==> config.mk <==
export PLATFORM = sky130hd
export DESIGN_NAME = wdt_guard
export DESIGN_NICKNAME = d
export VERILOG_FILES = /design/src/rtl/wdt_guard_pkg.sv /design/src/rtl/wdt_unlock_fsm.sv /design/src/rtl/wdt_tick_gen.sv /design/src/rtl/wdt_timeout_ctr.sv /design/src/rtl/wdt_guard.sv
export SDC_FILE = /design/constraint.sdc
export NUM_CORES = 1
export LEC_CHECK = 0
export BUFFER_PORTS_ARGS = -buffer_cell sky130_fd_sc_hd__buf_2
export CAP_MARGIN = 20
export CORE_MARGIN = 3
export CORE_UTILIZATION = 28
export CTS_CLUSTER_DIAMETER = 50
export DETAILED_ROUTE_END_ITERATION = 12
export PLACE_DENSITY = 0.51
export SYNTH_ARGS = -nofsm -noshare
export SYNTH_HDL_FRONTEND = slang
export SYNTH_SLANG_ARGS = --single-unit
==> constraint.sdc <==
create_clock -name clk -period 2.08 [get_ports clk]
set_input_delay 0.312 -clock clk [delete_from_list [all_inputs] [get_ports clk]]
set_output_delay 0.312 -clock clk [all_outputs]
set_load 0.005 [all_outputs]
==> src/rtl/wdt_guard_pkg.sv <==
// Package wdt_guard_pkg
// Shared constants and types for the watchdog with timed unlock.
// Assumes a three-bit period select and a four-cycle unlock window.
package wdt_guard_pkg;

    localparam int WDT_PSEL_W  = 3;
    localparam int WDT_WIN_CYC = 4;

    // Protection level selected by the static level input.
    typedef enum logic {
        LVL_RELAXED = 1'b0,
        LVL_LOCKED  = 1'b1
    } wdt_lvl_e;

    // One control register write as seen by the unlock logic.
    typedef struct packed {
        logic                  ena;
        logic                  unlock;
        logic [WDT_PSEL_W-1:0] psel;
    } wdt_wr_t;

endpackage

==> src/rtl/wdt_unlock_fsm.sv <==
// Module wdt_unlock_fsm
// Holds the enable bit and the period select. It opens a timed window on a
// write with change-enable and enable both set, and commits one second write
// made inside that window. Pulses commit_o when a commit happens.
// Assumes the level input is static while out of reset.
module wdt_unlock_fsm
    import wdt_guard_pkg::*;
#(
    parameter int WIN_CYC = WDT_WIN_CYC
) (
    input  logic                  clk,
    input  logic                  rst_n,
    input  wdt_lvl_e              lvl_i,
    input  logic                  wr_en_i,
    input  wdt_wr_t               wr_i,
    output logic                  ena_o,
    output logic [WDT_PSEL_W-1:0] psel_o,
    output logic                  win_open_o,
    output logic                  commit_o
);

    localparam int WIN_W = $clog2(WIN_CYC + 1);
    localparam logic [WIN_W-1:0] WIN_LOAD = WIN_W'(WIN_CYC);

    logic                  ena_q;
    logic [WDT_PSEL_W-1:0] psel_q;
    logic [WIN_W-1:0]      win_q;
    logic                  open_req;
    logic                  win_open;
    logic                  commit;

    // Classify the current write: opening step, committed step, or plain.
    always_comb begin
        win_open = (win_q != '0);
        open_req = wr_en_i && wr_i.unlock && wr_i.ena;
        commit   = wr_en_i && !wr_i.unlock && win_open;
    end

    // Window countdown: reload on opening write, close on commit, else count down.
    always_ff @(posedge clk) begin
        if (!rst_n) begin
            win_q <= '0;
        end else if (open_req) begin
            win_q <= WIN_LOAD;
        end else if (commit) begin
            win_q <= '0;
        end else if (win_open) begin
            win_q <= win_q - 1'b1;
        end
    end

    // Enable bit: set freely at the relaxed level, cleared only by a commit.
    always_ff @(posedge clk) begin
        if (!rst_n) begin
            ena_q <= 1'b0;
        end else if (lvl_i == LVL_RELAXED) begin
            if (commit) begin
                ena_q <= wr_i.ena;
            end else if (wr_en_i && wr_i.ena) begin
                ena_q <= 1'b1;
            end
        end
    end

    // Period select: loaded only by a committed write.
    always_ff @(posedge clk) begin
        if (!rst_n) begin
            psel_q <= '0;
        end else if (commit) begin
            psel_q <= wr_i.psel;
        end
    end

    // Effective outputs: the locked level forces the enable on.
    always_comb begin
        ena_o      = (lvl_i == LVL_LOCKED) ? 1'b1 : ena_q;
        psel_o     = psel_q;
        win_open_o = win_open;
        commit_o   = commit;
    end

endmodule

==> src/rtl/wdt_tick_gen.sv <==
// Module wdt_tick_gen
// Divides the clock into a one-cycle tick every DIV cycles that feeds the
// timeout counter. With DIV of one, the tick is always high.
// Assumes DIV is at least one.
module wdt_tick_gen #(
    parameter int DIV = 1
) (
    input  logic clk,
    input  logic rst_n,
    output logic tick_o
);

    generate
        if (DIV <= 1) begin : g_nodiv
            // Every cycle is a tick.
            always_comb tick_o = 1'b1;
        end else begin : g_div
            localparam int DW = $clog2(DIV);
            localparam logic [DW-1:0] LAST = DW'(DIV - 1);
            logic [DW-1:0] div_q;

            // Free-running divider that wraps at DIV-1.
            always_ff @(posedge clk) begin
                if (!rst_n) begin
                    div_q <= '0;
                end else if (div_q == LAST) begin
                    div_q <= '0;
                end else begin
                    div_q <= div_q + 1'b1;
                end
            end

            // Tick on the wrap cycle.
            always_comb tick_o = (div_q == LAST);
        end
    endgenerate

endmodule

==> src/rtl/wdt_timeout_ctr.sv <==
// Module wdt_timeout_ctr
// Counts ticks while running. When the count reaches 2^(BASE_EXP+psel)
// ticks, it drives a registered one-cycle expiry pulse and restarts from
// zero. A clear or a stop forces the count to zero and suppresses the pulse.
// Assumes BASE_EXP is at least one, so a pulse never falls on two
// consecutive cycles.
module wdt_timeout_ctr #(
    parameter int BASE_EXP = 14,
    parameter int PSEL_W   = 3
) (
    input  logic              clk,
    input  logic              rst_n,
    input  logic              tick_i,
    input  logic              run_i,
    input  logic              clr_i,
    input  logic [PSEL_W-1:0] psel_i,
    output logic              expire_o
);

    localparam int CNT_W = BASE_EXP + (1 << PSEL_W);

    logic [CNT_W-1:0] cnt_q;
    logic [CNT_W-1:0] lim_m1;
    logic             exp_q;
    logic             at_lim;

    // Last count value before expiry for the selected period.
    always_comb begin
        lim_m1 = (CNT_W'(1) << (BASE_EXP + int'(psel_i))) - CNT_W'(1);
        at_lim = (cnt_q == lim_m1);
    end

    // Count ticks, wrap at the limit, and register the expiry pulse.
    always_ff @(posedge clk) begin
        if (!rst_n) begin
            cnt_q <= '0;
            exp_q <= 1'b0;
        end else if (!run_i || clr_i) begin
            cnt_q <= '0;
            exp_q <= 1'b0;
        end else if (tick_i) begin
            if (at_lim) begin
                cnt_q <= '0;
                exp_q <= 1'b1;
            end else begin
                cnt_q <= cnt_q + 1'b1;
                exp_q <= 1'b0;
            end
        end else begin
            exp_q <= 1'b0;
        end
    end

    // Expose the registered pulse.
    always_comb expire_o = exp_q;

endmodule

==> src/rtl/wdt_guard.sv <==
// Module wdt_guard (top)
// Watchdog timer whose control register is guarded by a timed two-step
// change sequence. Ties together the unlock logic, the tick divider and the
// timeout counter. A kick or a committed change restarts the count.
// Assumes safe_lvl2 is static and reset is synchronous active-low.
module wdt_guard
    import wdt_guard_pkg::*;
#(
    parameter int BASE_EXP = 14,
    parameter int TICK_DIV = 1,
    parameter int WIN_CYC  = WDT_WIN_CYC,
    parameter int PSEL_W   = WDT_PSEL_W
) (
    input  logic              clk,
    input  logic              rst_n,
    input  logic              safe_lvl2,
    input  logic              wr_en,
    input  logic              wr_ena,
    input  logic              wr_unlock,
    input  logic [PSEL_W-1:0] wr_psel,
    input  logic              kick,
    output logic              rd_ena,
    output logic              rd_unlock,
    output logic [PSEL_W-1:0] rd_psel,
    output logic              sys_rst
);

    wdt_lvl_e              lvl;
    wdt_wr_t               wr_req;
    logic                  ena_eff;
    logic [WDT_PSEL_W-1:0] psel_q;
    logic                  win_open;
    logic                  commit;
    logic                  tick;
    logic                  ctr_clr;

    // Map the raw ports onto package types.
    always_comb begin
        lvl           = safe_lvl2 ? LVL_LOCKED : LVL_RELAXED;
        wr_req.ena    = wr_ena;
        wr_req.unlock = wr_unlock;
        wr_req.psel   = WDT_PSEL_W'(wr_psel);
        ctr_clr       = kick || commit;
    end

    wdt_unlock_fsm #(
        .WIN_CYC (WIN_CYC)
    ) u_unlock (
        .clk        (clk),
        .rst_n      (rst_n),
        .lvl_i      (lvl),
        .wr_en_i    (wr_en),
        .wr_i       (wr_req),
        .ena_o      (ena_eff),
        .psel_o     (psel_q),
        .win_open_o (win_open),
        .commit_o   (commit)
    );

    wdt_tick_gen #(
        .DIV (TICK_DIV)
    ) u_tick (
        .clk    (clk),
        .rst_n  (rst_n),
        .tick_o (tick)
    );

    wdt_timeout_ctr #(
        .BASE_EXP (BASE_EXP),
        .PSEL_W   (WDT_PSEL_W)
    ) u_ctr (
        .clk      (clk),
        .rst_n    (rst_n),
        .tick_i   (tick),
        .run_i    (ena_eff),
        .clr_i    (ctr_clr),
        .psel_i   (psel_q),
        .expire_o (sys_rst)
    );

    // Read-back port.
    always_comb begin
        rd_ena    = ena_eff;
        rd_unlock = win_open;
        rd_psel   = PSEL_W'(psel_q);
    end

endmodule

After elaboration in Yosys (flattened, before gate mapping)
Cells that the tools add are included.

word-level totals
  bits of input ports = 10
  logic and storage cells = 38
  register bits = 30
  output and inout port bits = 6

operators by class
  muxes and demuxes = 8
  add/sub/neg operators = 4
  shift operators = 1
  bitwise gates (word level) = 2
  equality and inequality tests = 1
  reduce and logical (&&, ||, !) cells = 16

operator list
  cell                                                count
  << shifter 1 x 32 -> 22 bit, first input constant   1
  adder 22 x 1 -> 22 bit, second input constant       1
  == test 22 bit                                      1
  subtractor 22 x 2 -> 22 bit, second input constant  1
  2-to-1 mux 3 bit                                    3
  nonzero test 3 bit                                  2
  OR reduction 3 bit                                  2
  adder 4 x 3 -> 5 bit, first input constant          1
  logical AND 1 bit                                   5
  2-to-1 mux 1 bit                                    5
  subtractor 3 x 1 -> 3 bit, second input constant    1
  zero test 1 bit                                     2
  logical OR 1 bit                                    2
  NOT 1 bit                                           2
  AND reduction 2 bit                                 1
  nonzero test 2 bit                                  1
  OR reduction 2 bit                                  1

Longest topological paths before layout
Gate-level depths: netlist (run 1).

  depth in word-level cells = 6
  gate-level depth with buffers = 10

Modules after synthesis
From an unflattened synthesis (run 1), not the netlist that was laid out.

unflattened totals
  cell total of the unflattened synthesis = 200
  area total of the unflattened synthesis = 1,788.0 um^2

modules (own cells, without submodules)
  module           area an instance (um^2)  sequential area each (um^2)  cells an instance  times used
  wdt_timeout_ctr  1,405.1                  460.4                        154                1
  wdt_unlock_fsm   365.4                    140.1                        43                 1
  wdt_tick_gen     11.3                     0.0                          2                  1
  wdt_guard        6.3                      0.0                          1                  1

Least setup slack after synthesis (run 1)
No wires, ideal clock.

  kind = register to register
  from = register u_unlock.psel_q[1], in the netlist u_unlock.psel_o[1]
  to = register u_ctr.cnt_q[3]
  required time = 1,948 ps
  cell stages (with the launch flop) = 11
  setup time = 132 ps
  arrival time = 2,221 ps
  clock period less this slack = 2,353 ps
  setup slack = -273 ps
  path buffers = 2
  path through = dfxtp_1 -> inv_2 -> ha_1 -> buf_2 -> o211ai_1 -> nand4_1 -> a2111oi_2 -> o21ai_1 -> nor4b_2 -> buf_2 -> nor3_1

on the way
  longest elaborated chain between the ends = 5

ends and longest elaborated chain
  what                                 line                   source
  from (decl)                          wdt_unlock_fsm.sv:26   logic [WDT_PSEL_W-1:0] psel_q;
  from (signal assigned)               wdt_unlock_fsm.sv:70   psel_q <= wr_i.psel;
  adder 4 x 3 -> 5 bit                 wdt_timeout_ctr.sv:29  lim_m1 = (CNT_W'(1) << (BASE_EXP + int'(psel_i))) - CNT_W'(1);
  << shifter 1 x 32 -> 22 bit          wdt_timeout_ctr.sv:29
  subtractor 22 x 2 -> 22 bit          wdt_timeout_ctr.sv:29
  == test 22 bit                       wdt_timeout_ctr.sv:30  at_lim = (cnt_q == lim_m1);
  OR reduction 3 bit (no source line)  -
  to (signal assigned)                 wdt_timeout_ctr.sv:46  cnt_q <= cnt_q + 1'b1;
  to (decl)                            wdt_timeout_ctr.sv:22  logic [CNT_W-1:0] cnt_q;

Every way passes these cells.
A chain may end at the register's enable or synchronous reset.

Final worst setup path (run 1)
  from = register u_unlock.psel_q[2], in the netlist u_unlock.psel_o[2]
  to = register u_ctr.exp_q, in the netlist u_ctr.expire_o

on the way
  longest elaborated chain between the ends = 5

ends and longest elaborated chain
  what                         line                   source
  adder 4 x 3 -> 5 bit         wdt_timeout_ctr.sv:29
  << shifter 1 x 32 -> 22 bit  wdt_timeout_ctr.sv:29
  subtractor 22 x 2 -> 22 bit  wdt_timeout_ctr.sv:29
  == test 22 bit               wdt_timeout_ctr.sv:30
  2-to-1 mux 1 bit             wdt_timeout_ctr.sv:42  if (at_lim) begin
  to (signal assigned)         wdt_timeout_ctr.sv:40  exp_q <= 1'b0;
  to (signal assigned)         wdt_timeout_ctr.sv:44  exp_q <= 1'b1;
  to (signal assigned)         wdt_timeout_ctr.sv:47  exp_q <= 1'b0;
  to (decl)                    wdt_timeout_ctr.sv:24  logic exp_q;

Every way passes these cells.

==> results of run 1 <==
kinds of logic after synthesis:
logic type	Yosys count	synth area share
AND/OR/NAND/NOR	89	0.269
flip-flops	30	0.349
XOR/XNOR	28	0.143
AO/OA/AOI/OAI	27	0.107
buffers and inverters	22	0.0516
adder cells (fa/ha/maj)	7	0.0509
multiplexers	5	0.0298
placed cells by master (no fill, tap or decap), drive strengths merged, types with 2 or more instances in the layout:
cell    synthesis  routed
a21o            2       2
a21oi           6       6
and2            4       4
buf             3      38
clkbuf          3       6
dfxtp          30      30
ha              7       7
inv            16      16
mux2i           4       4
nand2          15      15
nand2b          3       3
nand3          10      10
nand4           3       3
nor2           18      18
nor2b           6       6
nor3           18      18
nor4            2       2
nor4b           2       2
o21ai           8       8
or3             2       2
xnor2          19      19
xor2            9       9
how the worst min path moves through the flow:
stage / cells after the start / endpoint / slack [ns] / from
finish: 3 / u_unlock.psel_o[1] / 0.28 / wr_psel[1]
global route: 3 / u_unlock.psel_o[0] / 0.30 / wr_psel[0]
CTS: 3 / u_unlock.psel_o[2] / 0.27 / wr_psel[2]
detailed placement: 1 / u_ctr.cnt_q[0] / 0.48 / u_ctr.cnt_q[0]
global placement: 1 / u_ctr.cnt_q[0] / 0.48 / u_ctr.cnt_q[0]
floorplan: 1 / u_unlock.ena_q / 0.43 / rst_n
timing repair:
item                       CTS  global route
setup buffers                3             0
gates cloned                 1             0
setup endpoints to repair   20            20
pin swaps                    5             0
resized for setup           19             2
layout make-up:
cell class                      count  area (um2)
Fill cell                         571        3460
Multi-Input combinational cell    156        1120
Sequential cell                    30         606
Timing Repair Buffer               38         265
Tap cell                           72        90.1
Clock buffer                        6        82.6
Inverter                           16        65.1
Clock inverter                      2        12.5
flip-flops by register name, indices dropped and copies added, names as in the netlist:
signal           flops
u_unlock.ena_q       1
u_ctr.cnt_q         22
u_unlock.psel_o      3
u_ctr.expire_o       1
u_unlock.win_q       3
per-stage QoR:
stage	cell area (um2)	setup slack, ns	setup TNS, ns
global placement	2020	-0.104	-1.94
global route	2250	-0.175	-3.24
floorplan	1740	0.00515	0
CTS	2240	-0.0264	-0.140
finish	2250	-0.0255	-0.127
detailed placement	2020	-0.136	-2.52
per-layer routing:
metal  share of wire  track usage  vias to the layer above  wire length (um)
met4           0.013       0.0475                        0                55
li1                -            -                      789                 -
met2            0.46        0.198                       16              1860
met5               0            0                        -                 0
met3           0.027       0.0294                        5               112
met1            0.50        0.158                      680              2060
power breakdown:
| part | internal [mW] | total [mW] | switching, mW |
|---|---|---|---|
| Sequential | 0.605 | 0.627 | 0.0216 |
| Clock | 0.266 | 0.496 | 0.231 |
| Combinational | 0.272 | 0.533 | 0.262 |
| Total | 1.14 | 1.66 | 0.514 |
critical path, cell delays in order (launching register included):
cell and delay (ns):
dfxtp_2 0.35, inv_4 0.05, ha_4 0.31, inv_1 0.11, o41ai_4 0.35, o2111ai_2 0.19, nor4b_4 0.34, buf_4 0.23
and2_1 0.13
==> out/summary.txt, run 1 <==
Area growth syn-to-layout -> 30.5%
core area -> 5710 um2
Lkg Pwr -> 0.820 nW
Mapped Avg Cell Area -> 8.27 um2
clk slew on worst S/H paths -> 0.07 ns
Final nets -> 264
ant diodes -> 0
Detail Route Antenna Nets -> 0
Fin Clk Skew -> 0.00396 ns
CP arrival -> 2.34 ns
Hold Vio Cnt, Final -> 0
cell area after synthesis -> 1720 um2
status -> complete, but fails checks
Max Transition Viols Final -> 0
Max Cap Viol -> 0
fin cells -> 320
I/O pin count -> 16
data required time of the critical path -> 2.31 ns
pwr dens -> 738 nW/um2
fraction of registers with async set/reset -> 0
CTS Buf Count -> 5
Final Power -> 1.66 mW
initial core utilization -> 0.301
first-pass GRT wire length -> 7.04 mm
Slew HR -> 0.737
Die X-Extent -> 84.4 um
cells after synthesis -> 208
largest net degree at the start of global routing -> 19
setup violators final -> 14
sequential share of the synthesized area -> 0.349
RSZ-0062 raised after global routing -> true
Slew @ Worst Pin -> 0.392 ns
Final Cycle Share -> 1.01
reg-to-reg setup timing slack -> -0.03 ns
Worst VDD drop -> 0.348 mV
count leader, synth -> dfxtp_1
Worst-Skew Late Latency -> 0.28 ns
largest area contributor in the netlist -> dfxtp_1
total wire length -> 4.09 mm
setup ws final -> -0.0255 ns
FF+latch count, synth -> 30
TritonRoute pass-1 iters -> 4
initial antenna violation count -> 0
Post-Syn Nets -> 225
violated checks -> setup timing
final HPWL from detailed placement -> 2.92 mm
startpoint types -> register
worst-path fanout max -> 9
min Tclk post-route -> 2.11 ns
vias in the first global route -> 1,486
die footprint -> 7120 um2
Setup crit start -> u_unlock.psel_o[2]
port buffer count -> 15
GPL Wtd Cong -> 0.809
Post-synth top cells -> dfxtp_1, xnor2_1, nor2_1, nor3_1
Routed WL per cell -> 12.8 um
clock root buffer -> clkbuf_8
hold_buf cts -> 0
clock sink total -> 30
CTS Buffer Depth -> 2
CTS tree -> yes
reg2reg end -> u_ctr.expire_o
Setup crit end kind -> register
worst min path class -> input pin to register
yosys warns -> 0
Placed Cells -> 308
total gr overflow -> 0
Setup Crit Path Kind -> register to register
vias per cell -> 4.66
Post-synth EDFFs -> 0
vias after detailed routing -> 1,490
Die Span Y -> 84.4 um
max frequency -> 475 MHz
Worst R2R Path Depth -> 8
Synth area leaders -> dfxtp_1, xnor2_1, nor3_1
Std-Cell Rows -> 27
Distinct cells, synth -> 44
final core occ -> 0.393
DRT iter0 DRCs -> 70
Main synth FF type -> dfxtp_1
hold slack -> 0.283 ns
H-Tree Depth -> 2
layout cells sized above 1 -> 0.246
worst flop-to-flop path startpoint -> u_unlock.psel_o[2]
drc violations -> 0
area fraction of the dominant cell type after synthesis -> 0.349
Worst setup endpoint -> u_ctr.expire_o
GRT Total Usage -> 0.122
No activity file was read; power rests on OpenSTA's default activity.
==> run 2: changes to the inputs <==
Settings changed: ABC_AREA set to 1.
==> out/summary.txt, run 2 <==
CTS tree -> yes (unchanged)
ant diodes -> 0 (unchanged)
sequential share of power -> 0.390 (was 0.378)
Setup crit start -> u_unlock.psel_o[2] (unchanged)
data required time of the critical path -> 2.25 ns (was 2.31 ns)
area fraction of the dominant cell type after synthesis -> 0.314 (was 0.349)
most frequent CP cell -> nand2_1
total gr overflow -> 0 (unchanged)
drc violations -> 0 (unchanged)
setup violators final -> 0 (was 14)
Lkg Pwr -> 0.913 nW (was 0.820 nW)
Setup Crit Path Kind -> register to register (unchanged)
Post-synth EDFFs -> 0 (unchanged)
vias in the first global route -> 1,620 (was 1,486)
startpoint types -> register (unchanged)
Int Pwr -> 1.05 mW (was 1.14 mW)
Sum Neg Setup Slack -> 0 ns (was -0.127 ns)
initial core utilization -> 0.294 (was 0.301)
Fin Clk Skew -> 0.00656 ns (was 0.00396 ns)
TritonRoute pass-1 iters -> 4 (unchanged)
Slew @ Worst Pin -> 0.350 ns (was 0.392 ns)
Final Power -> 1.63 mW (was 1.66 mW)
final instance area -> 2210 um2 (was 2250 um2)
Main synth FF type -> dfxtp_1 (unchanged)
Post-Syn Nets -> 314 (was 225)
most frequent cells in the layout -> nand2_1, nor2_1, inv_1 (was dfxtp_1, xnor2_1, buf_4)
CTS Buffer Depth -> 2 (unchanged)
switching power -> 0.572 mW (was 0.514 mW)
Std-Cell Rows -> 29 (was 27)
worst-path fanout max -> 11 (was 9)
status -> finished, final reports clean (was complete, but fails checks)
Setup crit end kind -> register (unchanged)
first-pass GRT wire length -> 7.33 mm (was 7.04 mm)
flip-flop count of the largest register after layout -> 22 (unchanged)
GPL Wtd Cong -> 0.807 (was 0.809)
vias after detailed routing -> 1,801 (was 1,490)
pwr dens -> 736 nW/um2 (was 738 nW/um2)
fin cells -> 398 (was 320)
layout cells sized above 1 -> 0.143 (was 0.246)
max frequency -> 523 MHz (was 475 MHz)
Max Cap Viol -> 0 (unchanged)
Placement Cell Area -> 2090 um2 (was 2020 um2)
yosys warns -> 0 (unchanged)
clock root buffer -> clkbuf_8 (unchanged)
Hold Vio Cnt, Final -> 0 (unchanged)
Worst-Skew Late Latency -> 0.28 ns (about the same)
I/O pin count -> 16 (unchanged)
H-Tree Depth -> 2 (unchanged)
hold path start -> wr_psel[0] (was wr_psel[1])
Routed WL per cell -> 11.4 um (was 12.8 um)
Slew HR -> 0.766 (was 0.737)
combinational share of power -> 0.342 (was 0.322)
Distinct cells, synth -> 24 (was 44)
cell area after synthesis -> 1910 um2 (was 1720 um2)
DRT iter0 DRCs -> 82 (was 70)
count leader, synth -> nand2_1 (was dfxtp_1)
Placed Cells -> 390 (was 308)
Area growth syn-to-layout -> 15.6% (was 30.5%)
CP max stage cell -> ha_2 (was dfxtp_2)
total wire length -> 4.53 mm (was 4.09 mm)
port buffer count -> 15 (unchanged)
largest net degree at the start of global routing -> 23 (was 19)
cells after synthesis -> 297 (was 208)
worst flop-to-flop path startpoint -> u_unlock.psel_o[2] (unchanged)
min Tclk post-route -> 1.91 ns (was 2.11 ns)
Detail Route Antenna Nets -> 0 (unchanged)
clk slew on worst S/H paths -> 0.06 ns (was 0.07 ns)
Synth area leaders -> dfxtp_1, nand2_1, nor2_1 (was dfxtp_1, xnor2_1, nor3_1)
fraction of registers with async set/reset -> 0 (unchanged)
die footprint -> 7850 um2 (was 7120 um2)
clock sink total -> 30 (unchanged)
Final nets -> 338 (was 264)
CTS Buf Count -> 5 (unchanged)
largest area contributor in the netlist -> dfxtp_1 (unchanged)
slowest stage delay, CP -> 0.39 ns (was 0.35 ns)
critical path cell sequence -> inv_1 -> ha_2 -> nand2_1 -> nor2_1 -> nand2_1 -> nand2_1 -> nand3_1 -> nor2_2 -> nand3_4 -> nand2_8 -> nor2_1 (was inv_4 -> ha_4 -> inv_1 -> o41ai_4 -> o2111ai_2 -> nor4b_4 -> buf_4 -> and2_1)
initial antenna violation count -> 0 (unchanged)
clock share of power -> 0.268 (was 0.300)
fillers -> 731 (was 571)
Max Transition Viols Final -> 0 (unchanged)
Die X-Extent -> 88.6 um (was 84.4 um)
Post-synth top cells -> nand2_1, nor2_1, inv_1 (was dfxtp_1, xnor2_1, nor2_1, nor3_1)
Die Span Y -> 88.6 um (was 84.4 um)
Biggest register -> u_ctr.cnt_q (unchanged)
commonest non-fill, non-tap cell in the layout -> nand2_1 (was dfxtp_1)
sequential share of the synthesized area -> 0.314 (was 0.349)
FF+latch count, synth -> 30 (unchanged)
GRT Total Usage -> 0.120 (was 0.122)
Final Cycle Share -> 0.919 (was 1.01)
hold_buf cts -> 0 (unchanged)
Worst VDD drop -> 0.244 mV (was 0.348 mV)
final core occ -> 0.340 (was 0.393)
Sw Share -> 0.352 (was 0.310)
vias per cell -> 4.53 (was 4.66)
core area -> 6490 um2 (was 5710 um2)
CP arrival -> 2.08 ns (was 2.34 ns)
Mapped Avg Cell Area -> 6.43 um2 (was 8.27 um2)
worst min path class -> input pin to register (unchanged)
final HPWL from detailed placement -> 3.46 mm (was 2.92 mm)
[run 2: changes by cell type after synthesis, moves of 4 or more]
cell      previous run  this run
nor2_2               0         6
xnor2_1             19         4
mux2i_1              4         0
nor2b_1              6         0
inv_1               15        39
nand3b_1             0         5
nand2_1             15        80
nand3_1             10        22
and2_1               4         0
nor3_1              18         9
xor2_1               9        15
nor2_1              18        45
[run 2: worst paths after layout]
path | to | slack [ns] | depth (start not counted)
min reg2reg | u_ctr.cnt_q[0] | 0.45 | 1
min | u_unlock.psel_o[0] | 0.31 | 3
max reg2reg | u_ctr.cnt_q[5] | 0.17 | 11
max | u_ctr.cnt_q[5] | 0.17 | 11
[run 2: cell families after synthesis]
kind of cell / share of synthesized area
AO/OA/AOI/OAI: 0.0399
adder cells (fa/ha/maj): 0.0458
XOR/XNOR: 0.0871
AND/OR/NAND/NOR: 0.409
buffers and inverters: 0.103
flip-flops: 0.314
[run 2: metrics by stage]
step / setup slack [ns] / hold slack [ns]
2_1_floorplan: 0.129 / 0.418
3_3_place_gp: 0.137 / 0.433
3_5_place_dp: 0.0736 / 0.445
4_1_cts: 0.0601 / 0.312
5_1_grt: -0.00575 / 0.331
6_report: 0.168 / 0.314
[run 2: power groups by stage]
stage	Clock, mW	Sequential [mW]	Combinational (mW)
final	0.437	0.634	0.556
after global routing	0.480	0.639	0.638
after CTS	0.453	0.634	0.545
after detailed placement	0	0.647	0.543
after global placement	0	0.646	0.540
after floorplan	0	0.650	0.396
[run 2: timing repair]
| item | CTS | global route |
|---|---|---|
| setup endpoints to repair | 0 | 22 |
| buffers inserted | 0 | 0 |
| gates resized for setup | 0 | 7 |
| hold endpoints to repair | 0 | 0 |
[run 2: routing by layer]
layer	part of all wire	track usage	routed length [um]
met5	0	0	0
met4	0.020	0.0440	92
met3	0.031	0.0251	141
met2	0.46	0.197	2070
met1	0.49	0.155	2230
[run 2: critical path, delay by kind of cell (launching register included)]
kind | cells | cell delay, ns
adders and majority gates | 1 | 0.39
buffers and inverters | 1 | 0.09
DFF | 1 | 0.36
and+or+nand+nor | 9 | 0.95
[run 2: final cells by class]
| class | instances | area (um2) | area share |
|---|---|---|---|
| Multi-Input combinational cell | 220 | 1160 | 0.524 |
| Sequential cell | 30 | 601 | 0.272 |
| Inverter | 44 | 166 | 0.0754 |
| Timing Repair Buffer | 20 | 113 | 0.0510 |
| Tap cell | 77 | 96.3 | 0.0436 |
| Clock buffer | 7 | 76.3 | 0.0346 |
